--- src/rtl/ifs_pkg.sv ---
package ifs_pkg;
  localparam logic [3:0] GT_TASK   = 4'd5;
  localparam logic [3:0] GT_INT16  = 4'd6;
  localparam logic [3:0] GT_TRAP16 = 4'd7;
  localparam logic [3:0] GT_INT32  = 4'd14;
  localparam logic [3:0] GT_TRAP32 = 4'd15;

  localparam int IF_BIT = 9;

  // push slots in stack order
  localparam int SL_GS = 0;
  localparam int SL_FS = 1;
  localparam int SL_DS = 2;
  localparam int SL_ES = 3;
  localparam int SL_SS = 4;
  localparam int SL_SP = 5;
  localparam int SL_FL = 6;
  localparam int SL_CS = 7;
  localparam int SL_IP = 8;
  localparam int SL_EC = 9;
  localparam int NSLOT = 10;

  typedef enum logic [1:0] {
    S_IDLE = 2'd0,
    S_PUSH = 2'd1,
    S_DONE = 2'd2,
    S_TASK = 2'd3
  } seq_state_t;
endpackage

--- src/rtl/ifs_gate_decode.sv ---
module ifs_gate_decode
  import ifs_pkg::*;
#(
  parameter int DW = 32,
  parameter int SW = 16
) (
  input  logic            prot_en,
  input  logic            vm_flag,
  input  logic [3:0]      gate_type,
  input  logic [SW-1:0]   gate_sel,
  input  logic [DW-1:0]   gate_off,
  input  logic [2*SW-1:0] vec_entry,
  input  logic [DW-1:0]   cur_ip,
  input  logic [1:0]      cur_cpl,
  input  logic            cur_if,
  input  logic            err_push,
  output logic            is_task,
  output logic            wide,
  output logic            do_switch,
  output logic            vm_entry,
  output logic            err_en,
  output logic [1:0]      tgt_cpl,
  output logic [SW-1:0]   tgt_cs,
  output logic [DW-1:0]   tgt_ip,
  output logic            tgt_if
);
  logic [1:0]    rpl;
  logic          is_int;
  logic [DW-1:0] off;

  always_comb begin
    rpl       = gate_sel[1:0];
    is_task   = prot_en && (gate_type == GT_TASK);
    wide      = prot_en && ((gate_type == GT_INT32) || (gate_type == GT_TRAP32));
    is_int    = !prot_en || (gate_type == GT_INT16) || (gate_type == GT_INT32);
    do_switch = prot_en && !is_task && ((cur_cpl > rpl) || vm_flag);
    vm_entry  = prot_en && !is_task && vm_flag;
    err_en    = prot_en && err_push;
    tgt_cpl   = do_switch ? rpl : cur_cpl;
    tgt_cs    = prot_en ? gate_sel : vec_entry[2*SW-1:SW];
    off       = prot_en ? gate_off : {{(DW-SW){1'b0}}, vec_entry[SW-1:0]};
    tgt_ip    = wide ? off : {cur_ip[DW-1:16], off[15:0]};
    tgt_if    = is_int ? 1'b0 : cur_if;
  end
endmodule

--- src/rtl/ifs_ring_select.sv ---
module ifs_ring_select #(
  parameter int DW    = 32,
  parameter int SW    = 16,
  parameter int NRING = 3
) (
  input  logic                use_ring,
  input  logic [1:0]          ring,
  input  logic [NRING*SW-1:0] ring_ss_bus,
  input  logic [NRING*DW-1:0] ring_sp_bus,
  input  logic [SW-1:0]       cur_ss,
  input  logic [DW-1:0]       cur_sp,
  output logic [SW-1:0]       sel_ss,
  output logic [DW-1:0]       sel_sp
);
  logic [NRING-1:0] hit;

  for (genvar g = 0; g < NRING; g++) begin : g_hit
    assign hit[g] = use_ring && (ring == 2'(g));
  end

  always_comb begin
    sel_ss = cur_ss;
    sel_sp = cur_sp;
    for (int i = 0; i < NRING; i++) begin
      if (hit[i]) begin
        sel_ss = ring_ss_bus[i*SW +: SW];
        sel_sp = ring_sp_bus[i*DW +: DW];
      end
    end
  end
endmodule

--- src/rtl/ifs_push_seq.sv ---
module ifs_push_seq
  import ifs_pkg::*;
#(
  parameter int DW  = 32,
  parameter int SLW = $clog2(NSLOT + 1)
) (
  input  logic                      clk,
  input  logic                      rst_n,
  input  logic                      load,
  input  logic                      load_task,
  input  logic                      load_wide,
  input  logic [NSLOT-1:0]          load_mask,
  input  logic [NSLOT-1:0][DW-1:0]  load_vals,
  input  logic [DW-1:0]             load_sp,
  input  logic                      wr_ack,
  output logic                      busy,
  output logic                      wr_req,
  output logic                      wr_wide,
  output logic [DW-1:0]             wr_addr,
  output logic [DW-1:0]             wr_data,
  output logic                      done,
  output logic                      task_req,
  output logic [DW-1:0]             sp_out
);
  seq_state_t              st_q, st_d;
  logic [SLW-1:0]          step_q, step_d;
  logic [DW-1:0]           sp_q, sp_d;
  logic [NSLOT-1:0]        mask_q;
  logic [NSLOT-1:0][DW-1:0] vals_q;
  logic                    wide_q;
  logic [DW-1:0]           push_addr;
  logic [DW-1:0]           cur_val;

  function automatic logic [SLW-1:0] first_from(input logic [NSLOT-1:0] m,
                                                input logic [SLW-1:0] from);
    logic [SLW-1:0] r;
    logic found;
    r = SLW'(NSLOT);
    found = 1'b0;
    for (int i = 0; i < NSLOT; i++) begin
      if (!found && (SLW'(i) >= from) && m[i]) begin
        r = SLW'(i);
        found = 1'b1;
      end
    end
    return r;
  endfunction

  always_comb begin
    push_addr = sp_q - (wide_q ? DW'(4) : DW'(2));
    cur_val   = '0;
    for (int i = 0; i < NSLOT; i++) begin
      if (step_q == SLW'(i)) cur_val = vals_q[i];
    end
  end

  always_comb begin
    st_d   = st_q;
    step_d = step_q;
    sp_d   = sp_q;
    case (st_q)
      S_IDLE: begin
        if (load) begin
          sp_d = load_sp;
          if (load_task) begin
            st_d = S_TASK;
          end else begin
            step_d = first_from(load_mask, '0);
            st_d   = (step_d == SLW'(NSLOT)) ? S_DONE : S_PUSH;
          end
        end
      end
      S_PUSH: begin
        if (wr_ack) begin
          sp_d   = push_addr;
          step_d = first_from(mask_q, step_q + SLW'(1));
          if (step_d == SLW'(NSLOT)) st_d = S_DONE;
        end
      end
      default: st_d = S_IDLE;
    endcase
  end

  always_ff @(posedge clk or negedge rst_n) begin
    if (!rst_n) begin
      st_q   <= S_IDLE;
      step_q <= '0;
      sp_q   <= '0;
    end else begin
      st_q   <= st_d;
      step_q <= step_d;
      sp_q   <= sp_d;
    end
  end

  always_ff @(posedge clk or negedge rst_n) begin
    if (!rst_n) begin
      mask_q <= '0;
      vals_q <= '0;
      wide_q <= 1'b0;
    end else if (load && (st_q == S_IDLE)) begin
      mask_q <= load_mask;
      vals_q <= load_vals;
      wide_q <= load_wide;
    end
  end

  assign busy     = (st_q != S_IDLE);
  assign wr_req   = (st_q == S_PUSH);
  assign wr_wide  = wide_q;
  assign wr_addr  = push_addr;
  assign wr_data  = wide_q ? cur_val : {{(DW-16){1'b0}}, cur_val[15:0]};
  assign done     = (st_q == S_DONE);
  assign task_req = (st_q == S_TASK);
  assign sp_out   = sp_q;
endmodule

--- src/rtl/intr_frame_seq.sv ---
module intr_frame_seq
  import ifs_pkg::*;
#(
  parameter int DW    = 32,
  parameter int SW    = 16,
  parameter int NRING = 3
) (
  input  logic                clk,
  input  logic                rst_n,
  input  logic                start,
  input  logic                prot_en,
  input  logic                vm_flag,
  input  logic [3:0]          gate_type,
  input  logic [SW-1:0]       gate_sel,
  input  logic [DW-1:0]       gate_off,
  input  logic [2*SW-1:0]     vec_entry,
  input  logic [SW-1:0]       cur_cs,
  input  logic [DW-1:0]       cur_ip,
  input  logic [DW-1:0]       cur_flags,
  input  logic [SW-1:0]       cur_ss,
  input  logic [DW-1:0]       cur_sp,
  input  logic [1:0]          cur_cpl,
  input  logic [SW-1:0]       seg_gs,
  input  logic [SW-1:0]       seg_fs,
  input  logic [SW-1:0]       seg_ds,
  input  logic [SW-1:0]       seg_es,
  input  logic [NRING*SW-1:0] ring_ss_bus,
  input  logic [NRING*DW-1:0] ring_sp_bus,
  input  logic [DW-1:0]       err_code,
  input  logic                err_push,
  input  logic                wr_ack,
  output logic                busy,
  output logic                wr_req,
  output logic                wr_wide,
  output logic [DW-1:0]       wr_addr,
  output logic [DW-1:0]       wr_data,
  output logic                done,
  output logic                task_req,
  output logic [SW-1:0]       new_cs,
  output logic [DW-1:0]       new_ip,
  output logic [SW-1:0]       new_ss,
  output logic [DW-1:0]       new_sp,
  output logic [1:0]          new_cpl,
  output logic                new_if,
  output logic                new_vm,
  output logic                segs_null
);
  localparam int PADW = DW - SW;

  logic                     accept;
  logic                     is_task, wide, do_switch, vm_entry, err_en, tgt_if;
  logic [1:0]               tgt_cpl;
  logic [SW-1:0]            tgt_cs, sel_ss;
  logic [DW-1:0]            tgt_ip, sel_sp;
  logic [NSLOT-1:0]         mask;
  logic [NSLOT-1:0][DW-1:0] vals;

  logic [SW-1:0] cs_q, ss_q;
  logic [DW-1:0] ip_q;
  logic [1:0]    cpl_q;
  logic          if_q, vm_q, null_q;

  assign accept = start && !busy;

  ifs_gate_decode #(.DW(DW), .SW(SW)) u_dec (
    .prot_en  (prot_en),
    .vm_flag  (vm_flag),
    .gate_type(gate_type),
    .gate_sel (gate_sel),
    .gate_off (gate_off),
    .vec_entry(vec_entry),
    .cur_ip   (cur_ip),
    .cur_cpl  (cur_cpl),
    .cur_if   (cur_flags[IF_BIT]),
    .err_push (err_push),
    .is_task  (is_task),
    .wide     (wide),
    .do_switch(do_switch),
    .vm_entry (vm_entry),
    .err_en   (err_en),
    .tgt_cpl  (tgt_cpl),
    .tgt_cs   (tgt_cs),
    .tgt_ip   (tgt_ip),
    .tgt_if   (tgt_if)
  );

  ifs_ring_select #(.DW(DW), .SW(SW), .NRING(NRING)) u_ring (
    .use_ring   (do_switch),
    .ring       (gate_sel[1:0]),
    .ring_ss_bus(ring_ss_bus),
    .ring_sp_bus(ring_sp_bus),
    .cur_ss     (cur_ss),
    .cur_sp     (cur_sp),
    .sel_ss     (sel_ss),
    .sel_sp     (sel_sp)
  );

  always_comb begin
    mask        = '0;
    mask[SL_GS] = vm_entry;
    mask[SL_FS] = vm_entry;
    mask[SL_DS] = vm_entry;
    mask[SL_ES] = vm_entry;
    mask[SL_SS] = do_switch;
    mask[SL_SP] = do_switch;
    mask[SL_FL] = 1'b1;
    mask[SL_CS] = 1'b1;
    mask[SL_IP] = 1'b1;
    mask[SL_EC] = err_en;

    vals        = '0;
    vals[SL_GS] = {{PADW{1'b0}}, seg_gs};
    vals[SL_FS] = {{PADW{1'b0}}, seg_fs};
    vals[SL_DS] = {{PADW{1'b0}}, seg_ds};
    vals[SL_ES] = {{PADW{1'b0}}, seg_es};
    vals[SL_SS] = {{PADW{1'b0}}, cur_ss};
    vals[SL_SP] = cur_sp;
    vals[SL_FL] = cur_flags;
    vals[SL_CS] = {{PADW{1'b0}}, cur_cs};
    vals[SL_IP] = cur_ip;
    vals[SL_EC] = err_code;
  end

  ifs_push_seq #(.DW(DW)) u_seq (
    .clk      (clk),
    .rst_n    (rst_n),
    .load     (accept),
    .load_task(is_task),
    .load_wide(wide),
    .load_mask(mask),
    .load_vals(vals),
    .load_sp  (sel_sp),
    .wr_ack   (wr_ack),
    .busy     (busy),
    .wr_req   (wr_req),
    .wr_wide  (wr_wide),
    .wr_addr  (wr_addr),
    .wr_data  (wr_data),
    .done     (done),
    .task_req (task_req),
    .sp_out   (new_sp)
  );

  always_ff @(posedge clk or negedge rst_n) begin
    if (!rst_n) begin
      cs_q   <= '0;
      ss_q   <= '0;
      ip_q   <= '0;
      cpl_q  <= '0;
      if_q   <= 1'b0;
      vm_q   <= 1'b0;
      null_q <= 1'b0;
    end else if (accept) begin
      cs_q   <= tgt_cs;
      ss_q   <= sel_ss;
      ip_q   <= tgt_ip;
      cpl_q  <= tgt_cpl;
      if_q   <= tgt_if;
      vm_q   <= prot_en ? 1'b0 : vm_flag;
      null_q <= vm_entry;
    end
  end

  assign new_cs    = cs_q;
  assign new_ss    = ss_q;
  assign new_ip    = ip_q;
  assign new_cpl   = cpl_q;
  assign new_if    = if_q;
  assign new_vm    = vm_q;
  assign segs_null = null_q;
endmodule

--- config.mk ---
export PLATFORM = sky130hd
export DESIGN_NAME = intr_frame_seq
export DESIGN_NICKNAME = d
export VERILOG_FILES = /design/src/rtl/ifs_pkg.sv /design/src/rtl/ifs_gate_decode.sv /design/src/rtl/ifs_ring_select.sv /design/src/rtl/ifs_push_seq.sv /design/src/rtl/intr_frame_seq.sv
export SDC_FILE = /design/constraint.sdc
export NUM_CORES = 1
export LEC_CHECK = 0
export BUFFER_PORTS_ARGS = -buffer_cell sky130_fd_sc_hd__buf_2
export CAP_MARGIN = 20
export CORE_AREA = 2 2 246 248
export CTS_CLUSTER_SIZE = 30
export DETAILED_ROUTE_END_ITERATION = 10
export DIE_AREA = 0 0 248 250
export GPL_ROUTABILITY_DRIVEN = 0
export PLACE_DENSITY_LB_ADDON = 0.15
export SLEW_MARGIN = 25
export SYNTH_ARGS = -nofsm -noshare
export SYNTH_HDL_FRONTEND = slang
export SYNTH_SLANG_ARGS = --single-unit
--- constraint.sdc ---
create_clock -name clk -period 3.6 [get_ports clk]
set_clock_uncertainty 0.05 [all_clocks]
set_input_delay 0 -clock clk [delete_from_list [all_inputs] [get_ports clk]]
set_output_delay 0 -clock clk [all_outputs]
set_load 0.01 [all_outputs]
==> impl_metrics.tcl, run 1 <==
set metrics [dict create \
    status "completed" \
    ys_async_sr_fraction 1.00 \
    cts_root_buf "clkbuf_16" \
    avgViaCountPerCell 5.07 \
    netlist_area_sq_um 17700 \
    drc 0 \
    p_leak_nw 13.6 \
    power_frac_clock 0.218 \
    yosysTopAreaCell "dfrtp_1" \
    clk_latency_ns 0.58 \
    p_seq_frac 0.345 \
    p_sw_mw 8.46 \
    avgRoutedWirePerCell_microns 22.1 \
    wirelength_microns 87600 \
    ys_seq_area_frac 0.474 \
    fmax_mhz 289 \
    fillCellCount 5933 \
    path_clk_slew_ns 0.05 \
    cts_tree "built" \
    drt_first_pass_iters 5 \
    htree_levels 2 \
    grt_pass1_wl_microns 128000 \
    rows 90 \
    cts.sinks 335 \
    dr_total_vias 20100 \
    report.final.slew_viol_count 0 \
    grt_max_degree 117 \
    finalPower_mw 20.0 \
    crit_type "reg2out" \
    synth_top_family_by_area "simple AND/OR/NAND/NOR gates" \
    synth_mux_area_frac 0.0385 \
    cp_max_fo 18 \
    ys_warn_count 0 \
    dp_hpwl_microns 64300 \
    numCtsBuffers 43 \
    synth_cell_types 70 \
    ant_nets 0 \
    required_ns 3.55 \
    die_area_sq_um 62000 \
    synth_compound_area_frac 0.182 \
    slew_headroom 0.348 \
    synth_ff_type "dfrtp_1" \
    grt_antenna_before_repair 31 \
    synth_nets 2639 \
    synth.avg_cell_area_sq_um 8.16 \
    die_y_microns 250 \
    area_delta_synth_final_pct 53.7 \
    endpoint_kind "primary output" \
    die_w_microns 248 \
    start_util 0.297 \
    fin_util 0.456 \
    synth_area_leaders "dfrtp_1 (47%), nand2_1 (18%), o21ai_0 (3.9%)" \
    port_buffers 630 \
    groute.usage.overall 0.276 \
    post_cts_buffers 0 \
    period_needed_ns 3.46 \
    hold_viol 0 \
    syn-instance-count 2167 \
    min_path_type "in2async" \
    yosys.area.top_type_share 0.474 \
    clockBufferDepth 3 \
    critPathLaunchType "flop" \
    drt_iter0_markers 1406 \
    synth_xor_area_frac 0.0124 \
    power_density_nw_per_um2 737 \
    post_synth_fa_ha_maj_area_fraction 0.00821 \
    max_cap_viol_count 0 \
    first_global_vias 20500 \
    yosys.area_share.simple 0.244 \
    tightest_slew_ns 0.970 \
    post-route-period-util 0.960 \
    core_sq_um 59600 \
    sw_frac_of_total 0.422 \
    final.setup.tns_ns 0 \
    pin_count 631 \
    cp.arrival_ns 3.41 \
    layout-drive-gt1-share 0.243 \
    internal-power_mw 11.6 \
    vdd_drop_max_uv 379 \
    p_comb_frac 0.437 \
    final_common_cell "nand2_1" \
    ys_ff_latch 335 \
    final_nets 3600 \
    grt-ovfl-total 0 \
    setup_viol 0 \
    layout_common_cells "nand2_1 (833), buf_2 (628), dlygate4sd3_1 (399)" \
    synth_edf_count 0 \
    rsz0062_at_grt "no" \
]
==> layout make-up <==
cell class | count | area (sq um) | area share
tap | 782 | 978 | 0.0360
multi-input combinational | 1645 | 8640 | 0.318
timing repair buffer | 1074 | 7620 | 0.281
antenna | 14 | 35.0 | 0.00129
sequential | 335 | 8380 | 0.308
clock inverter | 18 | 185 | 0.00681
clock buffer | 58 | 1220 | 0.0450
inverter | 29 | 109 | 0.00401
==> kinds of logic after synthesis <==
group	count (synthesis)
AOI/OAI and AO/OA	489
xor gates and xnor gates	25
adders and majority gates	11
buffers and inverters	187
DFF	335
muxes	66
and+or+nand+nor	1054
==> power groups by stage <==
| stage | Combinational [mW] | Sequential (mW) | Clock, mW |
|---|---|---|---|
| 4_1_cts | 8.74 | 6.88 | 4.49 |
| 3_3_place_gp | 8.14 | 6.88 | 0 |
| 6_report | 8.76 | 6.91 | 4.37 |
| 5_1_grt | 9.68 | 7.12 | 4.64 |
| 2_1_floorplan | 4.76 | 6.74 | 0 |
| 3_5_place_dp | 8.23 | 6.92 | 0 |
==> flip-flops by register name, indices dropped and copies added, names as in the netlist <==
| register | cells |
|---|---|
| new_ip | 32 |
| u_seq.wr_wide | 1 |
| new_if | 1 |
| u_seq.step_q | 4 |
| u_seq.mask_q | 3 |
| u_seq.sp_out | 32 |
| new_cpl | 2 |
| segs_null | 1 |
| u_seq.st_q | 2 |
| new_vm | 1 |
| new_cs | 16 |
| u_seq.vals_q | 224 |
| new_ss | 16 |
==> worst max-delay path: stages, from the launching register on <==
cell and delay (ns):
dfrtp_1 0.47, inv_1 0.15, ha_1 0.32, and2_1 0.19, buf_4 0.27, nand2b_1 0.74, o211ai_1 0.33, o211a_1 0.21
buf_2 0.14
==> path summary, 6_finish.rpt <==
kind / start / end / slack [ns] / cells past startpoint
worst max-delay path: u_seq.step_q[0] / wr_data[27] / 0.14 / 8
worst min-delay path: rst_n / u_seq.vals_q[294] / 0.04 / 2
worst max register to register: u_seq.wr_wide / u_seq.sp_out[13] / 0.44 / 9
worst min register to register: new_ip[14] / new_ip[14] / 0.42 / 2
max in group asynchronous: rst_n / u_seq.vals_q[134] / 2.56 / 3
min in group clk: ring_sp_bus[53] / u_seq.sp_out[21] / 0.04 / 4
==> cell usage after synthesis (15+ instances only) <==
library cell and n:
a211o_1 15, a211oi_1 34, a21o_1 20, a21oi_1 79
a221oi_1 15, a22oi_1 19, a31oi_1 17, clkbuf_1 144
dfrtp_1 335, inv_1 28, mux2i_1 59, nand2_1 835
nand2b_1 21, nor2_1 85, nor2b_1 42, nor3_1 15
o211a_1 18, o211ai_1 26, o21ai_0 137, o22ai_1 38
o31a_1 27
==> routing by layer <==
metal  global-route usage  routed length [microns]  up-vias
met1                0.371                    37400     9723
li1                     -                        -     9280
met2                0.434                    40100      853
met5              0.00954                      253        -
met4               0.0929                     2940       28
met3               0.0656                     6950      176
==> timing repair <==
action	CTS	global route
hold buffers	399	0
endpoints found under the hold margin	425	0
endpoints found under the setup margin	0	4
resized for setup	0	3
==> stage by stage <==
stage	instances	hold slack (ns)	setup slack (ns)	cell area, sq um
floorplan	2167	-0.346	0.377	17700
global placement	3466	0.0848	0.564	21700
detailed placement	3466	0.0995	0.525	21700
CTS	3941	0.00233	0.168	27100
global route	3952	0.0183	0.0239	27200
finish	3955	0.0384	0.143	27200
Note: power is estimated with default switching activity, not from simulation.
==> inputs of run 2 (changes only) <==
--- a/config.mk
+++ b/config.mk
@@ -9,9 +9,8 @@
 export CAP_MARGIN = 20
-export CORE_AREA = 2 2 246 248
+export CORE_AREA = 2 2 243 245
 export CTS_CLUSTER_SIZE = 30
 export DETAILED_ROUTE_END_ITERATION = 10
-export DIE_AREA = 0 0 248 250
+export DIE_AREA = 0 0 245 247
 export GPL_ROUTABILITY_DRIVEN = 0
 export PLACE_DENSITY_LB_ADDON = 0.15
-export SLEW_MARGIN = 25
 export SYNTH_ARGS = -nofsm -noshare
==> constraint.sdc (replaced) <==
create_clock -name clk -period 3.6 [get_ports clk]
set_clock_uncertainty 0.05 [all_clocks]
set_input_delay 0.36 -clock clk [delete_from_list [all_inputs] [get_ports clk]]
set_output_delay 0.36 -clock clk [all_outputs]
set_load 0.01 [all_outputs]
==> run 2 against run 1 <==
  * Worst setup slack got worse by 0.10 ns
  * Routed wire length fell by 3.7%
  * Largest power group unchanged
  * First-iteration DRC count rose by 0.43%
  * Combinational power fell by 3.7%
  * Global-route usage fell by 0.70 points
==> impl_metrics.tcl, run 2 (synthesized netlist as in run 1, its figures left out) <==
set metrics [dict create \
    final_cell_count_no_fill 3753 \
    report.final.slew_viol_count 0 \
    clk_latency_ns 0.58 \
    min_path_type "in2reg" \
    drt_iter0_markers 1412 \
    p_seq_frac 0.356 \
    post-route-period-util 0.988 \
    finalPower_mw 19.6 \
    cp.arrival_ns 3.15 \
    r2r-start "u_seq.wr_wide" \
    p_leak_nw 12.8 \
    cp_max_fo 17 \
    start_util 0.304 \
    drc 0 \
    fmax_mhz 281 \
    clockBufferDepth 3 \
    ant_nets 0 \
    core_sq_um 58200 \
    power_density_nw_per_um2 777 \
    final_common_cell "nand2_1" \
    avgRoutedWirePerCell_microns 22.5 \
    dp_hpwl_microns 63600 \
    endpoint_kind "primary output" \
    sw_frac_of_total 0.428 \
    status "completed" \
    grt_pass1_wl_microns 121000 \
    area_delta_synth_final_pct 42.4 \
    dr_total_vias 18900 \
    internal-power_mw 11.2 \
    layout-drive-gt1-share 0.265 \
    drt_first_pass_iters 5 \
    grt_max_degree 190 \
    path_clk_slew_ns 0.06 \
    r2r_cells 9 \
    die_area_sq_um 60500 \
    rsz0062_at_grt "yes" \
    required_ns 3.19 \
    period_needed_ns 3.56 \
    slowest_delay_ns 0.47 \
    cts_root_buf "clkbuf_16" \
    vdd_drop_max_uv 445 \
    grt_antenna_before_repair 32 \
    die_y_microns 247 \
    numCtsBuffers 42 \
    largest_reg_flops 224 \
    die_w_microns 245 \
    grt-ovfl-total 0 \
    rrSetupSlack_ns 0.72 \
    cts_tree "built" \
    groute.usage.overall 0.269 \
    layout_common_cells "nand2_1 (832), buf_2 (628), dfrtp_1 (333)" \
    cp_slowest_cell "dfrtp_2" \
    p_sw_mw 8.37 \
    hold-path-cell-count 3 \
    hold_start "cur_sp[15]" \
    p_comb_frac 0.431 \
    htree_levels 2 \
    rows 89 \
    slew_headroom 0.270 \
    port_buffers 630 \
    largest-register "u_seq.vals_q" \
    crit_start "u_seq.step_q[0]" \
    avgViaCountPerCell 5.04 \
    first_global_vias 18800 \
    pin_count 631 \
    power_frac_clock 0.212 \
    tightest_slew_ns 1.09 \
    holdWs_ns 0.0146 \
    cts.sinks 335 \
    final_nets 3404 \
    path_cells "inv_1, ha_2, nor2b_1, buf_4, a221oi_1, a211o_1, a21oi_1, o21ai_0, a21oi_1, buf_2" \
    crit_top_cell "a21oi_1" \
    critPathLaunchType "flop" \
    hold_viol 0 \
    dp.cells 3464 \
    wirelength_microns 84300 \
    crit_type "reg2out" \
    setup_viol 0 \
    max_cap_viol_count 0 \
]
==> run 2: per-layer routing <==
metal	track usage	vias to the layer above	share of wire	routed length (microns)
li1	-	8889	-	-
met3	0.0769	142	0.083	6990
met1	0.351	9109	0.42	35800
met4	0.0857	28	0.028	2400
met2	0.431	756	0.46	38900
met5	0	-	0.0023	191
==> run 2: final cells by class <==
type	count	area [sq um]
Sequential cell	335	8390
Inverter	29	109
Tap cell	773	967
Antenna cell	15	37.5
Fill cell	5865	33100
Multi-Input combinational cell	1645	8680
Clock buffer	60	1230
Timing Repair Buffer	879	5670
Clock inverter	17	110
==> run 2: stage by stage <==
step	area [sq um]	setup TNS [ns]	utilization	setup WS, ns
2_1_floorplan	17700	0	-	0.377
3_3_place_gp	21800	0	0.374	0.525
3_5_place_dp	21800	0	0.374	0.463
4_1_cts	25100	0	0.431	0.0284
5_1_grt	25200	-0.0706	0.432	-0.0264
6_report	25200	0	0.432	0.0434
==> run 2: repair_timing <==
item | 4_1_cts | 5_1_grt
cloned | 0 | 0
endpoints found under the hold margin | 279 | 0
buffers inserted | 0 | 1
hold buffers | 196 | 0
gates resized for setup | 8 | 10
setup endpoints to repair | 9 | 15
==> run 2: worst max-delay path: cells and delay by family, from the launching register on <==
family,cells,cell delay [ns]
fa+ha+maj,1,0.25
compound gates,5,1.14
buf+inv,3,0.56
flops,1,0.47
simple gates,1,0.16
==> run 2: worst paths after layout <==
check,to
max,wr_data[9]
min,u_seq.vals_q[175]
max reg2reg,u_seq.sp_out[29]
min reg2reg,new_ip[17]
max in group asynchronous,new_ip[4]
min in group asynchronous,new_vm
==> run 2: power by group through the flow <==
| stage | logic (mW) | registers, mW | clock network (mW) |
|---|---|---|---|
| floorplan | 4.76 | 6.74 | 0 |
| global placement | 8.09 | 6.96 | 0 |
| detailed placement | 8.17 | 6.98 | 0 |
| CTS | 8.40 | 6.94 | 4.26 |
| global route | 9.34 | 7.16 | 4.41 |
| finish | 8.44 | 6.97 | 4.15 |
